## config.mk

```make
export PLATFORM = sky130hd
export DESIGN_NAME = wk_wake_irq
export DESIGN_NICKNAME = d
export VERILOG_FILES = /design/src/rtl/wk_pkg.sv /design/src/rtl/wk_kick_sync.sv /design/src/rtl/wk_flag_cell.sv /design/src/rtl/wk_out_ctrl.sv /design/src/rtl/wk_wake_irq.sv
export SDC_FILE = /design/constraint.sdc
export NUM_CORES = 1
export LEC_CHECK = 0
export BUFFER_PORTS_ARGS = -buffer_cell sky130_fd_sc_hd__buf_2
export CAP_MARGIN = 20
export CORE_AREA = 4 4 41 43
export DETAILED_ROUTE_END_ITERATION = 10
export DIE_AREA = 0 0 45 47
export GPL_ROUTABILITY_DRIVEN = 0
export HOLD_SLACK_MARGIN = 0.05
export PLACE_DENSITY = 0.7
export SYNTH_ARGS = -nofsm -noshare
export SYNTH_HDL_FRONTEND = slang
export SYNTH_HIERARCHICAL = 1
export SYNTH_SLANG_ARGS = --single-unit
```

## constraint.sdc

```tcl
create_clock -name clk -period 1.8 [get_ports clk]
set_input_delay 0 -clock clk [delete_from_list [all_inputs] [get_ports clk]]
set_output_delay 0 -clock clk [all_outputs]
set_load 0.005 [all_outputs]
```

## src/rtl/wk_pkg.sv

```systemverilog
package wk_pkg;
  localparam int NUM_EVT  = 2;
  localparam int EVT_KICK = 0;
  localparam int EVT_WAKE = 1;
  localparam int KEEP_BIT = NUM_EVT;

  typedef struct packed {
    logic               keep_pwr;
    logic [NUM_EVT-1:0] en;
  } wk_ctrl_t;
endpackage

```

## src/rtl/wk_kick_sync.sv

```systemverilog
module wk_kick_sync #(
  parameter int STAGES = 2
) (
  input  logic clk,
  input  logic rst_n,
  input  logic pin_n,
  output logic fall
);
  localparam int SH_W = STAGES + 1;

  logic [SH_W-1:0] sh_q;
  logic [SH_W-1:0] sh_nxt;

  always_comb begin
    sh_nxt = {sh_q[SH_W-2:0], pin_n};
  end

  always_ff @(posedge clk or negedge rst_n) begin
    if (!rst_n) sh_q <= '1;
    else        sh_q <= sh_nxt;
  end

  assign fall = sh_q[SH_W-1] & ~sh_q[SH_W-2];

  AST_FALL_SINGLE: assert property (@(posedge clk) disable iff (!rst_n)
    fall |=> !fall);
endmodule

```

## src/rtl/wk_flag_cell.sv

```systemverilog
module wk_flag_cell (
  input  logic clk,
  input  logic rst_n,
  input  logic hw_set,
  input  logic wr_en,
  input  logic wr_val,
  output logic q
);
  logic q_nxt;

  always_comb begin
    q_nxt = q;
    if (wr_en) q_nxt = wr_val;
    if (hw_set) q_nxt = 1'b1;
  end

  always_ff @(posedge clk or negedge rst_n) begin
    if (!rst_n) q <= 1'b0;
    else        q <= q_nxt;
  end

  AST_EVENT_WINS: assert property (@(posedge clk) disable iff (!rst_n)
    hw_set |=> q);
  AST_WRITE_CLEARS: assert property (@(posedge clk) disable iff (!rst_n)
    (wr_en && !wr_val && !hw_set) |=> !q);
endmodule

```

## src/rtl/wk_out_ctrl.sv

```systemverilog
module wk_out_ctrl #(
  parameter int NUM_EVT = 2
) (
  input  logic               clk,
  input  logic               rst_n,
  input  logic [NUM_EVT-1:0] flags,
  input  logic [NUM_EVT-1:0] en,
  input  logic               keep_pwr,
  input  logic               supply_ok,
  output logic               irq_n,
  output logic               pwr_oe,
  output logic               pwr_lvl
);
  logic pending;
  logic irq_n_nxt, oe_nxt, lvl_nxt;

  always_comb begin
    pending   = |(flags & en);
    irq_n_nxt = ~(supply_ok & pending);
    oe_nxt    = supply_ok | keep_pwr | pending;
    lvl_nxt   = ~pending;
  end

  always_ff @(posedge clk or negedge rst_n) begin
    if (!rst_n) begin
      irq_n   <= 1'b1;
      pwr_oe  <= 1'b0;
      pwr_lvl <= 1'b1;
    end else begin
      irq_n   <= irq_n_nxt;
      pwr_oe  <= oe_nxt;
      pwr_lvl <= lvl_nxt;
    end
  end

  AST_NO_IRQ_UNPOWERED: assert property (@(posedge clk) disable iff (!rst_n)
    !supply_ok |=> irq_n);
  AST_PEND_REQUESTS_PWR: assert property (@(posedge clk) disable iff (!rst_n)
    pending |=> (pwr_oe && !pwr_lvl));
  AST_IDLE_FLOATS: assert property (@(posedge clk) disable iff (!rst_n)
    (!supply_ok && !keep_pwr && !pending) |=> !pwr_oe);
  AST_DISABLED_QUIET: assert property (@(posedge clk) disable iff (!rst_n)
    (en == '0) |=> (irq_n && pwr_lvl));
endmodule

```

## src/rtl/wk_wake_irq.sv

```systemverilog
module wk_wake_irq
  import wk_pkg::*;
#(
  parameter int DATA_W    = 8,
  parameter int ADDR_W    = 2,
  parameter int SYNC_STG  = 2,
  parameter int STAT_ADDR = 0,
  parameter int CTRL_ADDR = 1
) (
  input  logic              clk,
  input  logic              rst_n,
  input  logic              alarm_hit,
  input  logic              kick_n,
  input  logic              supply_ok,
  input  logic              wr_en,
  input  logic [ADDR_W-1:0] wr_addr,
  input  logic [DATA_W-1:0] wr_data,
  input  logic [ADDR_W-1:0] rd_addr,
  output logic [DATA_W-1:0] rd_data,
  output logic              irq_n,
  output logic              pwr_oe,
  output logic              pwr_lvl
);
  localparam int CTRL_W = NUM_EVT + 1;
  localparam logic [ADDR_W-1:0] STAT_A = ADDR_W'(STAT_ADDR);
  localparam logic [ADDR_W-1:0] CTRL_A = ADDR_W'(CTRL_ADDR);

  logic               kick_fall;
  logic [NUM_EVT-1:0] hw_evt;
  logic [NUM_EVT-1:0] flags;
  logic               stat_we;
  logic               ctrl_we;
  wk_ctrl_t           ctrl_q;
  wk_ctrl_t           ctrl_nxt;
  logic               unused_wr_bits;

  assign unused_wr_bits = ^wr_data[DATA_W-1:CTRL_W];

  wk_kick_sync #(.STAGES(SYNC_STG)) u_sync (
    .clk   (clk),
    .rst_n (rst_n),
    .pin_n (kick_n),
    .fall  (kick_fall)
  );

  always_comb begin
    hw_evt           = '0;
    hw_evt[EVT_KICK] = kick_fall;
    hw_evt[EVT_WAKE] = alarm_hit;
    stat_we          = wr_en && (wr_addr == STAT_A);
    ctrl_we          = wr_en && (wr_addr == CTRL_A);
  end

  for (genvar gi = 0; gi < NUM_EVT; gi++) begin : g_flag
    wk_flag_cell u_cell (
      .clk    (clk),
      .rst_n  (rst_n),
      .hw_set (hw_evt[gi]),
      .wr_en  (stat_we),
      .wr_val (wr_data[gi]),
      .q      (flags[gi])
    );
  end

  always_comb begin
    ctrl_nxt = ctrl_q;
    if (ctrl_we) ctrl_nxt = wk_ctrl_t'(wr_data[CTRL_W-1:0]);
  end

  always_ff @(posedge clk or negedge rst_n) begin
    if (!rst_n) ctrl_q <= '0;
    else        ctrl_q <= ctrl_nxt;
  end

  always_comb begin
    rd_data = '0;
    if (rd_addr == STAT_A)      rd_data[NUM_EVT-1:0] = flags;
    else if (rd_addr == CTRL_A) rd_data[CTRL_W-1:0]  = ctrl_q;
  end

  wk_out_ctrl #(.NUM_EVT(NUM_EVT)) u_out (
    .clk       (clk),
    .rst_n     (rst_n),
    .flags     (flags),
    .en        (ctrl_q.en),
    .keep_pwr  (ctrl_q.keep_pwr),
    .supply_ok (supply_ok),
    .irq_n     (irq_n),
    .pwr_oe    (pwr_oe),
    .pwr_lvl   (pwr_lvl)
  );

  AST_RETURN_RAISES_IRQ: assert property (@(posedge clk) disable iff (!rst_n)
    (supply_ok && |(flags & ctrl_q.en)) |=> !irq_n);
  AST_ALARM_SETS_WAKE: assert property (@(posedge clk) disable iff (!rst_n)
    alarm_hit |=> flags[EVT_WAKE]);
  AST_PIN_EDGE_SETS_KICK: assert property (@(posedge clk) disable iff (!rst_n)
    kick_fall |=> flags[EVT_KICK]);
endmodule

```

==> impl_summary.txt, run 1 <==
----------------------------------------------------
[Outcome]
  Outcome ... completed

[Finish]
  Layout area overhead ... 38.8%
  Diodes inserted ... 0
  Most common cell after layout, fill and taps aside ... buf_2
  Highest-count cells in the layout ignoring fill and taps ... buf_2, dlygate4sd3_1, dfrtp_1, conb_1, dfstp_2
  Net total in the final layout ... 85
  Footprint of the multi-input gates ... 189 µm²
  Layout cells sized above 1 ... 0.470
  Register Area ... 282 µm²
  Fillers ... 120

[Floorplan]
  Row cnt ... 13
  Overall die area ... 2120 µm²
  Core box area ... 1300 µm²
  Top-Level Pins ... 29
  Overall die height ... 47 µm
  Initial core utilization ... 0.382
  Die width ... 45 µm

[Routing]
  Total wire length after detailed routing ... 932 µm
  Residual DRC count ... 0
  Detailed-routed wire length on met3 ... 89 µm
  Wire length per cell ... 11.5 µm
  Number of design-rule violations left by the first detailed-router iteration ... 0
  Detailed-route via count ... 345
  Count of antenna-violating nets left after detailed routing ... 0
  DRT Pass-1 Iters ... 1
  Average vias per placed instance ... 4.26
  Highest routed metal layer ... met4
  Wire length on met2 ... 435 µm
  Routed metal-1 wirelength ... 402 µm

[Critical path]
  Arrival @ worst endpoint ... 1.62 ns
  Kind of end point of the critical path ... register
  Critical path class ... reg -> reg
  Peak fanout along the critical path ... 3
  Worst reg-to-reg setup slack ... 0.33 ns
  Type of element launching the critical path ... register
  Data required time at the worst endpoint ... 1.94 ns

[CTS]
  Post-CTS resize count ... 0
  Clock Sink Count ... 11
  Number of buffers created by CTS ... 3
  Worst skew pair latency ... 0.26 ns
  Cell at the root of the clock tree ... clkbuf_4
  Buffer depth of the longest clock path ... 2
  Clock transition at the register clock pins on the worst setup and hold paths after CTS ... 0.07 ns
  H-tree level count ... 1
  CTS tree ... built
  Count of buffers added by post-CTS timing repair for setup ... 0

[Yosys]
  Proportion of synthesized chip area in sequential cells ... 0.567
  Average cell area after synthesis ... 13.4 µm²
  Leading area contributor after synthesis ... dfrtp_1
  Unique cell type count in the Yosys netlist ... 16
  Top cells by area in the synthesized netlist ... dfrtp_1, dfstp_2, mux2_4
  Post-synthesis cell count ... 37
  Area of the mapped netlist ... 497 µm²
  Ys Warns ... 6
  Share of Yosys cell area claimed by the top area cell type ... 0.302
  Total of flip-flops plus latches after synthesis ... 11

[Placed design]
  Number of buffer cells added on primary ports ... 18
  Setup WS pre-CTS ... 0.737 ns
  Hpwl dp ... 690 µm

[Timing]
  Hold violation total from the final report ... 0
  Final setup skew ... 0.00377 ns
  Highest attainable clock frequency ... 679 MHz
  Final worst path period need ... 1.47 ns
  Unrepaired setup endpoints after global routing ... no
  Post-route fraction of the period consumed by the critical path ... 0.818
  Total negative setup slack ... 0 ns
  Setup violation total in the final timing report ... 0
  Max-slew violation count ... 0
  Fin worst setup slack ... 0.328 ns

[Global route]
  Number of antenna violations at the first check in global routing ... 0
  Pin count of the biggest net entering global routing ... 12
  Total global-route track usage ... 0.110
  Vias in the first global route ... 371
  First-pass GRT wire length ... 1590 µm
  Total global routing overflow ... 0

[Hold path]
  Min-Delay Path Class ... in -> reg

[Power and ir drop]
  IR Drop Worst-Case VDD ... 0.374 mV
  Leak Pwr ... 0.347 nW
  Power density over the cells ... 844 nW/µm²
  Post-layout power ... 582 µW

[Run]
  Max-cap violations ... 0

----------------------------------------------------
-- power breakdown --
group	internal, mW	leakage, nW	total [mW]	switching [mW]
clock	0.0856	0.0150	0.163	0.0773
sequential	0.287	0.117	0.306	0.0187
combinational	0.0697	0.215	0.113	0.0435
total	0.442	0.347	0.582	0.140
-- metal layers --
layer / vias to the layer above / GRT usage
met2: 18 / 0.169
met3: 2 / 0.0345
met1: 155 / 0.134
met5: - / 0
li1: 170 / -
met4: 0 / 0.0702
-- final cells by class --
type,count,area share
clock buffer,4,0.0381
sequential,11,0.408
tap,15,0.0272
multi-input combinational,24,0.274
timing repair buffer,26,0.247
inverter,1,0.00544
-- flip-flops by register name, indices dropped and copies added (netlist names) --
signal,flops
g_flag.u_cell/q,2
u_out/pwr_lvl,1
u_out/irq_n,1
u_sync/sh_q,3
u_out/pwr_oe,1
ctrl_q,3
-- final timing paths --
check	endpoint	depth (start not counted)	start
max in group asynchronous	u_out/irq_n	2	rst_n
max reg2reg	g_flag[1].u_cell/q	3	g_flag[1].u_cell/q
min	ctrl_q[0]	3	wr_en
max	g_flag[1].u_cell/q	3	g_flag[1].u_cell/q
min reg2reg	u_sync/sh_q[1]	0	u_sync/sh_q[0]
min in group asynchronous	g_flag[0].u_cell/q	2	rst_n
-- logic make-up (layout without fill, tap and decap cells) --
logic type	after synthesis	after routing	synth area share
DFF	11	11	0.567
AOI/OAI and AO/OA	3	3	0.0529
buffers and inverters	6	31	0.0831
other	1	5	0.00755
muxes	5	5	0.131
and+or+nand+nor	11	11	0.159
-- critical path, stage by stage (launching register included) --
cell	delay [ns]
dfrtp_1	0.40
nor2b_1	0.14
a211o_1	0.28
dlygate4sd3_1	0.55
-- synthesized netlist by cell type --
cell type / n
a211o_1: 2
a22o_1: 1
buf_4: 5
conb_1: 1
dfrtp_1: 6
dfstp_2: 5
inv_1: 1
mux2_4: 3
mux2i_1: 2
nand2_1: 2
nand3b_4: 1
nor2_1: 3
nor2b_1: 2
nor2b_4: 1
nor3b_1: 1
or3_1: 1
-- per-stage QoR --
step                 util  area, µm²  hold WS (ns)  std cells
global placement    0.448        583        -0.128         69
CTS                 0.530        689         0.123         81
finish              0.530        689         0.133         81
floorplan               -        512        -0.296         41
detailed placement  0.448        583        -0.122         69
global route        0.530        689         0.130         81
-- repair_timing --
item	CTS	global route
hold buffers	8	0
endpoints found under the setup margin	0	0
endpoints found under the hold margin	19	0
No activity file was read; power rests on OpenSTA's default activity.
==> run 2: changes to the inputs <==
--- a/config.mk
+++ b/config.mk
@@ -7,12 +7,12 @@
 export LEC_CHECK = 0
 export BUFFER_PORTS_ARGS = -buffer_cell sky130_fd_sc_hd__buf_2
 export CAP_MARGIN = 20
-export CORE_AREA = 4 4 41 43
+export CORE_MARGIN = 4
+export CORE_UTILIZATION = 36
 export DETAILED_ROUTE_END_ITERATION = 10
-export DIE_AREA = 0 0 45 47
 export GPL_ROUTABILITY_DRIVEN = 0
 export HOLD_SLACK_MARGIN = 0.05
-export PLACE_DENSITY = 0.7
+export PLACE_DENSITY = 0.71
 export SYNTH_ARGS = -nofsm -noshare
 export SYNTH_HDL_FRONTEND = slang
 export SYNTH_HIERARCHICAL = 1
==> constraint.sdc (replaced) <==
create_clock -name clk -period 1.23 [get_ports clk]
set_input_delay 0 -clock clk [delete_from_list [all_inputs] [get_ports clk]]
set_output_delay 0 -clock clk [all_outputs]
set_load 0.005 [all_outputs]
==> run 2 against run 1 <==
Effect of this change:
- cell count unchanged
- maximum frequency increased by 35%
- wire length increased by 3.3%
- critical path type unchanged
- critical path depth decreased by 1
- highest routed layer unchanged
- critical endpoint is now u_out/pwr_oe
==> impl_summary.txt, run 2 (same netlist as run 1, synthesis figures left out) <==
----------------------------------------------------
[Critical path]
  CP max stage cell ... dfrtp_1
  Number of buffer and inverter stages on the critical path ... 0
  Type of element launching the critical path ... register
  Critical register-to-register path startpoint ... g_flag[0].u_cell/q
  Data required time at the worst endpoint ... 1.37 ns
  Peak fanout along the critical path ... 3
  Kind of end point of the critical path ... register
  CP Depth ... 2
  Delay of the slowest critical-path stage ... 0.40 ns
  Start point of the critical path ... g_flag[0].u_cell/q
  Arrival @ worst endpoint ... 1.23 ns
  Depth of the worst register-to-register path ... 2
  Critical-path cell list ... a22o_1 > or3_1
  Critical path class ... reg -> reg
  Top cell family by delay on the critical path ... flip-flops

[Finish]
  Highest-count cells in the layout ignoring fill and taps ... buf_2, dlygate4sd3_1, dfrtp_1, conb_1, dfstp_2
  Layout area overhead ... 38.5%
  Layout cells sized above 1 ... 0.500
  Top flop regs ... ctrl_q (3), u_sync/sh_q (3), g_flag.u_cell/q (2)
  Diodes inserted ... 0
  Util after Layout ... 0.529
  Fin area ... 688 µm²
  Net total in the final layout ... 85
  Most common cell after layout, fill and taps aside ... buf_2
  Fillers ... 110

[CTS]
  Buffer depth of the longest clock path ... 2
  CTS tree ... built
  Count of buffers added by post-CTS timing repair for setup ... 0
  Number of buffers created by CTS ... 3
  Post-CTS resize count ... 0
  H-tree level count ... 1
  Clock Sink Count ... 11
  Cell at the root of the clock tree ... clkbuf_4
  Clock transition at the register clock pins on the worst setup and hold paths after CTS ... 0.07 ns
  Worst skew pair latency ... 0.26 ns

[Global route]
  Pin count of the biggest net entering global routing ... 12
  Number of antenna violations at the first check in global routing ... 0
  Layer with the highest usage ... met2
  Vias in the first global route ... 358
  Global Route met1 Usage ... 0.113
  Met2 Track Usage GR ... 0.153
  First-pass GRT wire length ... 1410 µm
  Total global routing overflow ... 0
  Grt met3 use ... 0.0478
  Total global-route track usage ... 0.103

[Routing]
  Wire length per cell ... 11.9 µm
  Total wire length after detailed routing ... 963 µm
  DRT Pass-1 Iters ... 5
  Detailed-route via count ... 357
  Residual DRC count ... 0
  Average vias per placed instance ... 4.41
  Count of antenna-violating nets left after detailed routing ... 0
  Number of design-rule violations left by the first detailed-router iteration ... 8

[Floorplan]
  Overall die area ... 2040 µm²
  Die width ... 45.1 µm
  Top-Level Pins ... 29
  Core box area ... 1300 µm²
  Row cnt ... 13
  Initial core utilization ... 0.382
  Overall die height ... 45.1 µm

[Power and ir drop]
  Power density over the cells ... 1240 nW/µm²
  Post-layout power ... 855 µW
  Leak Pwr ... 0.353 nW
  IR Drop Worst-Case VDD ... 0.614 mV

[Timing]
  Highest attainable clock frequency ... 918 MHz
  Hold violation total from the final report ... 0
  Total negative setup slack ... 0 ns
  Fin worst setup slack ... 0.141 ns
  Final worst path period need ... 1.09 ns
  Final setup skew ... 0.00230 ns
  Post-route fraction of the period consumed by the critical path ... 0.886
  Setup violation total in the final timing report ... 0
  Unrepaired setup endpoints after global routing ... no
  Max-slew violation count ... 0

[Placed design]
  Number of buffer cells added on primary ports ... 18
  Setup WS pre-CTS ... 0.148 ns
  Cell area after placement ... 591 µm²

[Run]
  Max-cap violations ... 0

[Hold path]
  Min-Delay Path Class ... in -> reg
  Hold Path Cell Cnt ... 3
  Beginning of the worst hold path ... wr_en

[Outcome]
  Outcome ... completed

----------------------------------------------------
==> run 2: changes by cell type in the layout (fill, tap and decap cells not counted), sizes merged <==
cell         previous run  this run
dlygate4sd3             8         7
clkbuf                  4         3
clkinv                  0         1
buf                    18        19
==> run 2: path summary, 6_finish.rpt <==
kind	end	slack, ns
max	u_out/pwr_oe	0.14
min	ctrl_q[0]	0.13
max reg2reg	u_out/pwr_oe	0.14
min reg2reg	u_sync/sh_q[1]	0.36
max in group asynchronous	u_out/irq_n	0.83
min in group asynchronous	g_flag[0].u_cell/q	0.14
==> run 2: cell type report <==
cell class	count	area [µm²]	area share
Sequential cell	11	282	0.409
Multi-Input combinational cell	24	189	0.275
Timing Repair Buffer	26	168	0.244
Clock buffer	3	22.5	0.0327
Tap cell	15	18.8	0.0273
Clock inverter	1	5.00	0.00727
Inverter	1	3.75	0.00545
==> run 2: worst register-to-register path, cell delays in order, from the launching register on <==
cell     delay [ns]
dfrtp_1        0.40
a22o_1         0.26
or3_1          0.31
==> run 2: power breakdown <==
group / switching [mW] / total (mW) / internal (mW)
sequential: 0.0271 / 0.447 / 0.420
clock: 0.120 / 0.240 / 0.120
combinational: 0.0657 / 0.167 / 0.102
==> run 2: repair_timing <==
action / CTS / global route
setup endpoints to repair: 0 / 0
hold buffers: 7 / 0
hold endpoints to repair: 19 / 0
==> run 2: metrics by stage <==
step,std cells,hold slack (ns)
floorplan,41,-0.296
global placement,70,-0.125
detailed placement,70,-0.122
CTS,81,0.114
global route,81,0.125
finish,81,0.126
==> run 2: layer usage <==
| metal | routed length (µm) | part of all wire |
|---|---|---|
| met1 | 372 | 0.39 |
| met2 | 473 | 0.49 |
| met3 | 95 | 0.099 |
| met4 | 21 | 0.022 |
| met5 | 0 | 0 |
==> run 3: changes to the inputs <==
--- a/config.mk
+++ b/config.mk
@@ -5,10 +5,11 @@
 export SDC_FILE = /design/constraint.sdc
 export NUM_CORES = 1
 export LEC_CHECK = 0
+export ABC_AREA = 1
 export BUFFER_PORTS_ARGS = -buffer_cell sky130_fd_sc_hd__buf_2
 export CAP_MARGIN = 20
 export CORE_MARGIN = 4
-export CORE_UTILIZATION = 36
+export CORE_UTILIZATION = 37
 export DETAILED_ROUTE_END_ITERATION = 10
 export GPL_ROUTABILITY_DRIVEN = 0
 export HOLD_SLACK_MARGIN = 0.05
==> run 3 against run 2 <==
Effect of this change:
- critical path depth up 3
- first-iteration DRC count down 13%
- synthesized area rose by 4.5%
- combinational power is 4% lower
- total power down 1.7%
- critical path type is now in -> reg
- largest cell class unchanged
==> impl_summary.txt, run 3 <==
----------------------------------------------------
[Yosys]
  Total of flip-flops plus latches after synthesis ... 11
  Leading area contributor after synthesis ... dfrtp_1
  Top cells by area in the synthesized netlist ... dfrtp_1, dfstp_2, nand2_1
  Most instantiated flip-flop cell in the synthesis netlist ... dfrtp_1
  Post-synth EDFFs ... 0
  Synth async-reset ratio ... 1.00
  Area of the mapped netlist ... 519 µm²
  Share of Yosys cell area claimed by the top area cell type ... 0.289
  Most repeated cell in the gate-level netlist after synthesis ... nand2_1
  Ys Warns ... 6
  Proportion of synthesized chip area in sequential cells ... 0.542
  Commonest cells in the synthesized netlist ... nand2_1, inv_1, dfrtp_1
  Unique cell type count in the Yosys netlist ... 13
  Average cell area after synthesis ... 8.95 µm²
  Post-synthesis cell count ... 58

[Finish]
  Layout cells sized above 1 ... 0.367
  Final instance count without filler cells ... 105
  Layout area overhead ... 43.1%
  Most common cell after layout, fill and taps aside ... buf_2
  Net total in the final layout ... 109
  Diodes inserted ... 0
  Highest-count cells in the layout ignoring fill and taps ... buf_2, nand2_1, dlygate4sd3_1, inv_1, dfrtp_1
  Util after Layout ... 0.564
  Top flop regs ... ctrl_q (3), u_sync/sh_q (3), g_flag.u_cell/q (2)
  Fin area ... 743 µm²

[Outcome]
  Outcome ... completed

[Hold path]
  Min-Delay Path Class ... in -> reg

[Power and ir drop]
  IR Drop Worst-Case VDD ... 0.583 mV
  Leak Pwr ... 0.394 nW
  Combinational fraction of design power ... 0.191
  Fraction of power consumed by the clock network ... 0.288
  Power density over the cells ... 1130 nW/µm²
  Switching Fraction ... 0.267
  Total internal power ... 616 µW
  Portion of total power attributed to sequential cells ... 0.521
  NetSw ... 225 µW

[Placed design]
  Total placed cells including tap cells ... 90
  Hpwl dp ... 748 µm
  Number of buffer cells added on primary ports ... 18
  Cell area after placement ... 606 µm²

[Timing]
  Final setup skew ... 0.0115 ns
  Total negative setup slack ... 0 ns
  Unrepaired setup endpoints after global routing ... no
  Highest attainable clock frequency ... 824 MHz
  Post-route fraction of the period consumed by the critical path ... 0.986
  Setup violation total in the final timing report ... 0
  Hold violation total from the final report ... 0
  Final worst path period need ... 1.21 ns
  Tightest hold margin ... 0.0328 ns
  Max-slew violation count ... 0

[Routing]
  Count of antenna-violating nets left after detailed routing ... 0
  DRT Pass-1 Iters ... 2
  Detailed-route via count ... 472
  Wire length per cell ... 10.4 µm
  Number of design-rule violations left by the first detailed-router iteration ... 7
  Residual DRC count ... 0
  Average vias per placed instance ... 4.50
  Total wire length after detailed routing ... 1100 µm

[Critical path]
  Critical path's most frequent cell ... dlygate4sd3_1
  Delay of the slowest critical-path stage ... 0.55 ns
  Number of buffer and inverter stages on the critical path ... 3
  Top cell family by delay on the critical path ... buffers and inverters
  Critical-path cell list ... dlygate4sd3_1 > buf_2 > nand2_1 > nand3_2 > dlygate4sd3_1
  CP max stage cell ... dlygate4sd3_1
  Critical path class ... in -> reg
  Kind of end point of the critical path ... register
  Type of element launching the critical path ... input pin
  Arrival @ worst endpoint ... 1.35 ns
  Data required time at the worst endpoint ... 1.37 ns
  Peak fanout along the critical path ... 2

[CTS]
  Clock transition at the register clock pins on the worst setup and hold paths after CTS ... 0.08 ns
  Worst skew pair latency ... 0.27 ns
  Buffer depth of the longest clock path ... 2
  Clock Sink Count ... 11
  CTS tree ... built
  Number of buffers created by CTS ... 3
  H-tree level count ... 1
  Cell at the root of the clock tree ... clkbuf_4

[Floorplan]
  Die width ... 45.5 µm
  Top-Level Pins ... 29
  Overall die height ... 45.5 µm
  Row cnt ... 13
  Overall die area ... 2070 µm²
  Core box area ... 1320 µm²
  Initial core utilization ... 0.394

[Global route]
  First-pass GRT wire length ... 1840 µm
  Global Route met1 Usage ... 0.138
  Met2 Track Usage GR ... 0.220
  Grt met3 use ... 0.0277
  Pin count of the biggest net entering global routing ... 12
  Layer with the highest usage ... met2
  Number of antenna violations at the first check in global routing ... 0
  Total global routing overflow ... 0
  Total global-route track usage ... 0.128
  Vias in the first global route ... 445

[Run]
  Max-cap violations ... 0

----------------------------------------------------
## run 3: cell count changes after synthesis, sizes merged, moves of 2 or more
cell   delta
inv       +8
nand2    +15
mux2i     -2
mux2      -3
nand4     +3
nand3     +8
nor2b     -3
a211o     -2
## run 3: worst paths after layout
| path | startpoint | end | cells after the start | slack, ns |
|---|---|---|---|---|
| setup / recovery | wr_data[1] | g_flag[1].u_cell/q | 5 | 0.02 |
| hold / removal | wr_addr[0] | ctrl_q[1] | 3 | 0.03 |
| setup reg to reg | g_flag[1].u_cell/q | g_flag[1].u_cell/q | 3 | 0.02 |
| hold reg to reg | u_sync/sh_q[0] | u_sync/sh_q[1] | 0 | 0.36 |
| max in group asynchronous | rst_n | u_sync/sh_q[0] | 2 | 0.84 |
| min in group asynchronous | rst_n | g_flag[0].u_cell/q | 2 | 0.12 |
## run 3: per-stage QoR
stage / total power, mW / worst slack (ns)
6_report: 0.840 / 0.0166
3_5_place_dp: 0.577 / 0.431
4_1_cts: 0.850 / 0.0287
2_1_floorplan: 0.520 / 0.459
3_3_place_gp: 0.572 / 0.443
5_1_grt: 0.892 / 0.00211
## run 3: cells by family (layout without fill, tap and decap cells)
logic type,Yosys count,after routing,synth area share
DFF,11,11,0.542
buffers and inverters,14,42,0.137
other,1,5,0.00722
and+or+nand+nor,32,32,0.313
## run 3: repair_timing
item / 4_1_cts / 5_1_grt
setup endpoints to repair: 0 / 1
resized for setup: 0 / 0
buffers inserted: 0 / 0
endpoints found under the hold margin: 19 / 0
hold buffers: 12 / 0
## run 3: worst reg2reg max path: stages, from the launching register on
cell and delay (ns):
dfrtp_1 0.41, nand2_2 0.09, nand3_2 0.05, dlygate4sd3_1 0.55
## run 3: power by group through the flow
stage          clock network [mW]  logic (mW)  registers, mW
3_3_place_gp                    0       0.127          0.445
4_1_cts                     0.251       0.160          0.438
3_5_place_dp                    0       0.133          0.445
6_report                    0.242       0.160          0.438
2_1_floorplan                   0      0.0766          0.443
5_1_grt                     0.270       0.180          0.442
## run 3: final cells by class
| cell class | instances | area (µm²) |
|---|---|---|
| inverters | 9 | 33.8 |
| flip-flops and latches | 11 | 282 |
| well taps | 15 | 18.8 |
| clock buffers | 3 | 22.5 |
| repair buffers | 29 | 200 |
| fillers | 115 | 574 |
| multi-input cells | 37 | 181 |
| clock inverters | 1 | 5.00 |
## run 3: per-layer routing
metal,wire [µm],up-vias,part of all wire
met1,434,220,0.40
li1,-,235,-
met2,571,15,0.52
met3,78,2,0.071
met4,10,0,0.0091
met5,0,-,0
